## config.mk

```make
export PLATFORM = sky130hd
export DESIGN_NAME = modem_status_ctl
export DESIGN_NICKNAME = d
export VERILOG_FILES = /design/src/rtl/msc_pkg.sv /design/src/rtl/msc_sync.sv /design/src/rtl/msc_delta.sv /design/src/rtl/msc_ctrl.sv /design/src/rtl/modem_status_ctl.sv
export SDC_FILE = /design/constraint.sdc
export NUM_CORES = 1
export LEC_CHECK = 0
export BUFFER_PORTS_ARGS = -buffer_cell sky130_fd_sc_hd__buf_2
export CORE_MARGIN = 2
export CORE_UTILIZATION = 42
export DETAILED_ROUTE_END_ITERATION = 7
export GPL_ROUTABILITY_DRIVEN = 0
export PLACE_DENSITY = 0.71
export SETUP_SLACK_MARGIN = 0.1
export SLEW_MARGIN = 0
export SYNTH_ARGS = -nofsm -noshare
export SYNTH_HDL_FRONTEND = slang
export SYNTH_SLANG_ARGS = --single-unit
```

## constraint.sdc

```tcl
create_clock -name clk_i -period 0.9 [get_ports clk_i]
set_input_delay 0.09 -clock clk_i [delete_from_list [all_inputs] [get_ports clk_i]]
set_output_delay 0.09 -clock clk_i [all_outputs]
set_load 0.01 [all_outputs]
```

## src/rtl/msc_pkg.sv

```systemverilog
package msc_pkg;
  localparam int unsigned NUM_LINES = 4;
  localparam int unsigned CTRL_W    = 5;
  localparam int unsigned REG_W     = 8;

  // line index inside the status nibbles
  typedef enum int unsigned {
    LN_CTS = 0,
    LN_DSR = 1,
    LN_RI  = 2,
    LN_DCD = 3
  } line_e;

  // control word bit positions
  typedef enum int unsigned {
    CB_DTR  = 0,
    CB_RTS  = 1,
    CB_OUT1 = 2,
    CB_OUT2 = 3,
    CB_LOOP = 4
  } ctrl_bit_e;

  // lines that flag only on release (level 1 -> 0)
  localparam logic [NUM_LINES-1:0] TRAIL_ONLY = 4'b0100;
endpackage

```

## src/rtl/msc_sync.sv

```systemverilog
module msc_sync #(
  parameter int unsigned W         = 4,
  parameter int unsigned STAGES    = 2,
  parameter logic        RST_VAL   = 1'b1
) (
  input  logic         clk_i,
  input  logic         rst_ni,
  input  logic [W-1:0] d_i,
  output logic [W-1:0] q_o
);
  for (genvar b = 0; b < W; b++) begin : g_bit
    logic [STAGES-1:0] chain_q;
    always_ff @(posedge clk_i or negedge rst_ni) begin
      if (!rst_ni) chain_q <= {STAGES{RST_VAL}};
      else         chain_q <= {chain_q[STAGES-2:0], d_i[b]};
    end
    assign q_o[b] = chain_q[STAGES-1];
  end
endmodule

```

## src/rtl/msc_delta.sv

```systemverilog
module msc_delta #(
  parameter int unsigned          N          = 4,
  parameter logic [N-1:0]         TRAIL_MASK = '0
) (
  input  logic         clk_i,
  input  logic         rst_ni,
  input  logic [N-1:0] lvl_i,
  input  logic         clr_i,
  output logic [N-1:0] delta_o
);
  logic [N-1:0] prev_q;
  logic [N-1:0] edge_w;

  always_ff @(posedge clk_i or negedge rst_ni) begin
    if (!rst_ni) prev_q <= '0;
    else         prev_q <= lvl_i;
  end

  for (genvar i = 0; i < N; i++) begin : g_edge
    if (TRAIL_MASK[i]) begin : g_trail
      assign edge_w[i] = prev_q[i] & ~lvl_i[i];
    end else begin : g_any
      assign edge_w[i] = prev_q[i] ^ lvl_i[i];
    end
  end

  // new edges win over a concurrent clear
  always_ff @(posedge clk_i or negedge rst_ni) begin
    if (!rst_ni) delta_o <= '0;
    else         delta_o <= (delta_o & {N{~clr_i}}) | edge_w;
  end
endmodule

```

## src/rtl/msc_ctrl.sv

```systemverilog
module msc_ctrl
  import msc_pkg::*;
(
  input  logic              clk_i,
  input  logic              rst_ni,
  input  logic              we_i,
  input  logic [CTRL_W-1:0] wdata_i,
  output logic [CTRL_W-1:0] ctrl_o,
  output logic              dtr_no,
  output logic              rts_no,
  output logic              out1_no,
  output logic              out2_no,
  output logic              loop_o
);
  logic [CTRL_W-1:0] ctrl_q;

  always_ff @(posedge clk_i or negedge rst_ni) begin
    if (!rst_ni)   ctrl_q <= '0;
    else if (we_i) ctrl_q <= wdata_i;
  end

  assign ctrl_o = ctrl_q;
  assign loop_o = ctrl_q[CB_LOOP];

  // pins parked inactive during loopback
  assign dtr_no  = ctrl_q[CB_LOOP] | ~ctrl_q[CB_DTR];
  assign rts_no  = ctrl_q[CB_LOOP] | ~ctrl_q[CB_RTS];
  assign out1_no = ctrl_q[CB_LOOP] | ~ctrl_q[CB_OUT1];
  assign out2_no = ctrl_q[CB_LOOP] | ~ctrl_q[CB_OUT2];
endmodule

```

## src/rtl/modem_status_ctl.sv

```systemverilog
module modem_status_ctl
  import msc_pkg::*;
(
  input  logic             clk_i,
  input  logic             rst_ni,
  input  logic             addr_i,
  input  logic             wr_en_i,
  input  logic             rd_en_i,
  input  logic [REG_W-1:0] wdata_i,
  output logic [REG_W-1:0] rdata_o,
  input  logic             cts_ni,
  input  logic             dsr_ni,
  input  logic             ri_ni,
  input  logic             dcd_ni,
  output logic             dtr_no,
  output logic             rts_no,
  output logic             out1_no,
  output logic             out2_no,
  output logic             loop_o,
  output logic             change_o
);
  localparam int unsigned PAD_W = REG_W - CTRL_W;

  logic [CTRL_W-1:0]    ctrl_w;
  logic [NUM_LINES-1:0] pin_n_w, loop_n_w, src_n_w, sync_n_w, lvl_w, delta_w;
  logic [REG_W-1:0]     status_w;
  logic                 stat_rd_w, ctrl_we_w;

  assign ctrl_we_w = wr_en_i & ~addr_i;
  assign stat_rd_w = rd_en_i & addr_i;

  msc_ctrl i_ctrl (
    .clk_i   (clk_i),
    .rst_ni  (rst_ni),
    .we_i    (ctrl_we_w),
    .wdata_i (wdata_i[CTRL_W-1:0]),
    .ctrl_o  (ctrl_w),
    .dtr_no  (dtr_no),
    .rts_no  (rts_no),
    .out1_no (out1_no),
    .out2_no (out2_no),
    .loop_o  (loop_o)
  );

  assign pin_n_w[LN_CTS] = cts_ni;
  assign pin_n_w[LN_DSR] = dsr_ni;
  assign pin_n_w[LN_RI]  = ri_ni;
  assign pin_n_w[LN_DCD] = dcd_ni;

  assign loop_n_w[LN_CTS] = ~ctrl_w[CB_RTS];
  assign loop_n_w[LN_DSR] = ~ctrl_w[CB_DTR];
  assign loop_n_w[LN_RI]  = ~ctrl_w[CB_OUT1];
  assign loop_n_w[LN_DCD] = ~ctrl_w[CB_OUT2];

  assign src_n_w = ctrl_w[CB_LOOP] ? loop_n_w : pin_n_w;

  msc_sync #(.W(NUM_LINES), .STAGES(2), .RST_VAL(1'b1)) i_sync (
    .clk_i  (clk_i),
    .rst_ni (rst_ni),
    .d_i    (src_n_w),
    .q_o    (sync_n_w)
  );

  assign lvl_w = ~sync_n_w;

  msc_delta #(.N(NUM_LINES), .TRAIL_MASK(TRAIL_ONLY)) i_delta (
    .clk_i   (clk_i),
    .rst_ni  (rst_ni),
    .lvl_i   (lvl_w),
    .clr_i   (stat_rd_w),
    .delta_o (delta_w)
  );

  assign status_w = {lvl_w, delta_w};
  assign change_o = |delta_w;
  assign rdata_o  = addr_i ? status_w : {{PAD_W{1'b0}}, ctrl_w};
endmodule

```

==> flow_summary.json <==
{
  "outcome": "complete, but fails checks",
  "failed_checks": "setup timing",
  "fin_nets": 133,
  "fin_skew_ns": 0.00150,
  "fmax_ghz": 0.697,
  "cts_buffers": 3,
  "netlist.top_cell.by_area": "dfrtp_1",
  "crit_required_ns": 0.81,
  "fin_util": 0.736,
  "coreArea_um2": 1920,
  "finalSetupViolCount": 23,
  "grt_pass1_wl_um": 3220,
  "timing.rr.end": "i_ctrl.ctrl_o[4]$_DFFE_PN0P_",
  "avgSynthCellArea_um2": 13.5,
  "crit_family": "simple AND/OR/NAND/NOR gates",
  "synth_top_family_by_area": "multiplexers",
  "tritoncts": "yes",
  "drt-pass1-iter-count": 2,
  "grt-ovfl-total": 0,
  "hold_viol": 0,
  "path_buf_inv": 1,
  "syn_area_um2": 838,
  "worstHoldStart": "wdata_i[3]",
  "total_power_w": 0.00277,
  "portBuffers": 27,
  "clkLatencyLatePin_ns": 0.29,
  "cp_slowest_stage_delay_ns": 0.53,
  "final_area_um2": 1410,
  "layout_setup_ws_ns": -0.534,
  "synth_area_leaders": "dfrtp_1 (39%), dfstp_2 (25%), mux2_2 (12%)",
  "num_antenna_cells": 0,
  "rows": 16,
  "design.portCount": 31,
  "cts_root_buf": "clkbuf_4",
  "synth_seq_cells": 21,
  "synthCells": 62,
  "min_period_ns": 1.43,
  "placed_cell_area_um2": 1080,
  "relSlewSlack": 0.703,
  "postRouteAntennaNets": 0,
  "clkSinkCount": 21,
  "yosys.area_share.simple": 0.100,
  "crit_path_cell_trace": "or4_4 > buf_6",
  "cpMaxStageDelayCell": "or4_4",
  "die-area_um2": 2370,
  "worstSetupEndpointType": "primary output",
  "vias_per_cell": 4.59,
  "muxShareOfSynthArea": 0.133,
  "hold_depth": 2,
  "antenna_found_initial": 0,
  "synth.distinct_cells": 15,
  "startpoint_type": "register",
  "rr_startpoint": "i_ctrl.ctrl_o[4]$_DFFE_PN0P_",
  "final-max-slew-violation-count": 0,
  "via_count": 652,
  "synth_compound_area_frac": 0.0612,
  "drive_above_1_share": 0.739,
  "cts_buffer_depth": 2,
  "syn_to_final_growth_pct": 68.7,
  "power_density_nw_per_um2": 1960,
  "r2r_slack_ns": -0.17,
  "post-dp-hpwl_um": 1220,
  "grt_usage": 0.179,
  "yosysSeqAreaShare": 0.639,
  "die_y_um": 48.7,
  "synth_nets": 79,
  "clk_pin_slew_ns": 0.11,
  "synth_xor_area_frac": 0.0313,
  "start_util": 0.436,
  "crit_arrival_ns": 1.34,
  "htree_levels": 1,
  "wl_per_cell_um": 13.5,
  "worstSetupPathType": "reg -> out",
  "die_w_um": 48.7,
  "grt_pass1_vias": 702,
  "cap_violations": 0,
  "crit_fanout": 2,
  "totalWireLength_um": 1910,
  "synth_adder_area_share": 0,
  "ys_warn_count": 0,
  "rr_worst_depth": 3,
  "nFillCells": 154,
  "p_leak_nw": 0.685,
  "rsz0062_at_grt": "true",
  "grt_max_degree": 22,
  "post-route-period-util": 1.59,
  "hold_class": "in -> reg",
  "yosysTopAreaCellShare": 0.388,
  "tightest_slew_ns": 0.445,
  "detail_route.drc_violations": 0,
  "drtIter0Drc": 7,
  "vdd_drop_max_uv": 1240,
  "hold_path_end": "i_ctrl.ctrl_o[3]$_DFFE_PN0P_"
}
==> state kept, by name (all words and copies together), names as in the netlist <==
signal                flops
i_ctrl.ctrl_o             5
i_delta.delta_o           4
i_delta.prev_q            4
i_sync.g_bit.chain_q      8
==> Yosys cell counts <==
cell,instances
or4_1,1
inv_1,5
nand2b_1,4
dfrtp_1,13
buf_6,1
mux2i_1,1
a21o_1,3
xnor2_1,3
nor2b_1,3
nand2_1,5
a22o_1,1
o21ai_0,4
mux2_2,9
dfstp_2,8
nor2b_4,1
==> final cells by class <==
cell class / instances / area [um2] / share of cell area
clock buffer: 4 / 26.3 / 0.0186
sequential: 21 / 537 / 0.380
timing repair inverter: 1 / 7.51 / 0.00531
timing repair buffer: 49 / 412 / 0.291
multi-input combinational: 35 / 377 / 0.266
inverter: 5 / 21.3 / 0.0150
tap: 27 / 33.8 / 0.0239
==> metal layers <==
metal | wire, um | part of all wire | track usage
met5 | 0 | 0 | 0
met4 | 0 | 0 | 0.0571
met3 | 98 | 0.051 | 0.0216
met2 | 1010 | 0.53 | 0.317
met1 | 802 | 0.42 | 0.227
==> worst max-delay path by stage <==
stage	endpoint	start	slack [ns]	cells past startpoint
floorplan	change_o	i_delta.delta_o[0]$_DFF_PN0_	-0.09	1
global placement	change_o	i_delta.delta_o[0]$_DFF_PN0_	-0.20	2
detailed placement	change_o	i_delta.delta_o[0]$_DFF_PN0_	-0.23	2
CTS	change_o	i_delta.delta_o[2]$_DFF_PN0_	-0.55	2
global route	change_o	i_delta.delta_o[3]$_DFF_PN0_	-0.59	2
finish	change_o	i_delta.delta_o[3]$_DFF_PN0_	-0.53	2
==> where the power goes <==
group	leakage [nW]	internal, W	total [W]	switching, W
Combinational	0.441	0.000678	0.00103	0.000356
Sequential	0.229	0.00117	0.00131	0.000137
Clock	0.0150	0.000172	0.000435	0.000263
==> cells by family (layout without fill, tap and decap cells) <==
logic type      count (synthesis)  count (layout)
compound gates                  8               8
simple gates                   14              14
mux                            10              10
flops                          21              21
buf+inv                         6              59
xor+xnor                        3               3
==> through the flow <==
stage / setup slack [ns] / TNS [ns] / hold slack (ns) / instances
2_1_floorplan: -0.0950 / -0.0950 / -0.206 / 62
3_3_place_gp: -0.203 / -0.625 / 0.0525 / 122
3_5_place_dp: -0.231 / -0.741 / 0.0638 / 122
4_1_cts: -0.551 / -4.73 / 0.00131 / 138
5_1_grt: -0.587 / -5.71 / 0.00365 / 142
6_report: -0.534 / -4.73 / 0.0218 / 142
==> cells in the final DEF (no fill, tap or decap), types with 3 or more instances in the layout <==
cell type | synthesis | routed
o21ai_2 | 0 | 4
dfstp_2 | 8 | 8
clkbuf_4 | 0 | 3
nand2b_4 | 0 | 4
nand2_2 | 0 | 3
inv_1 | 5 | 3
buf_2 | 0 | 18
buf_6 | 1 | 21
buf_4 | 0 | 6
dfrtp_1 | 13 | 12
a21o_1 | 3 | 3
mux2_4 | 0 | 9
dlygate4sd3_1 | 0 | 4
==> what timing repair did <==
item	4_1_cts	5_1_grt
gates cloned	1	0
hold endpoints to repair	15	1
pin swaps	2	3
hold buffers	3	1
endpoints found under the setup margin	26	28
buffers inserted	10	6
resized for setup	34	11
Power figures use the tool's default switching activity.
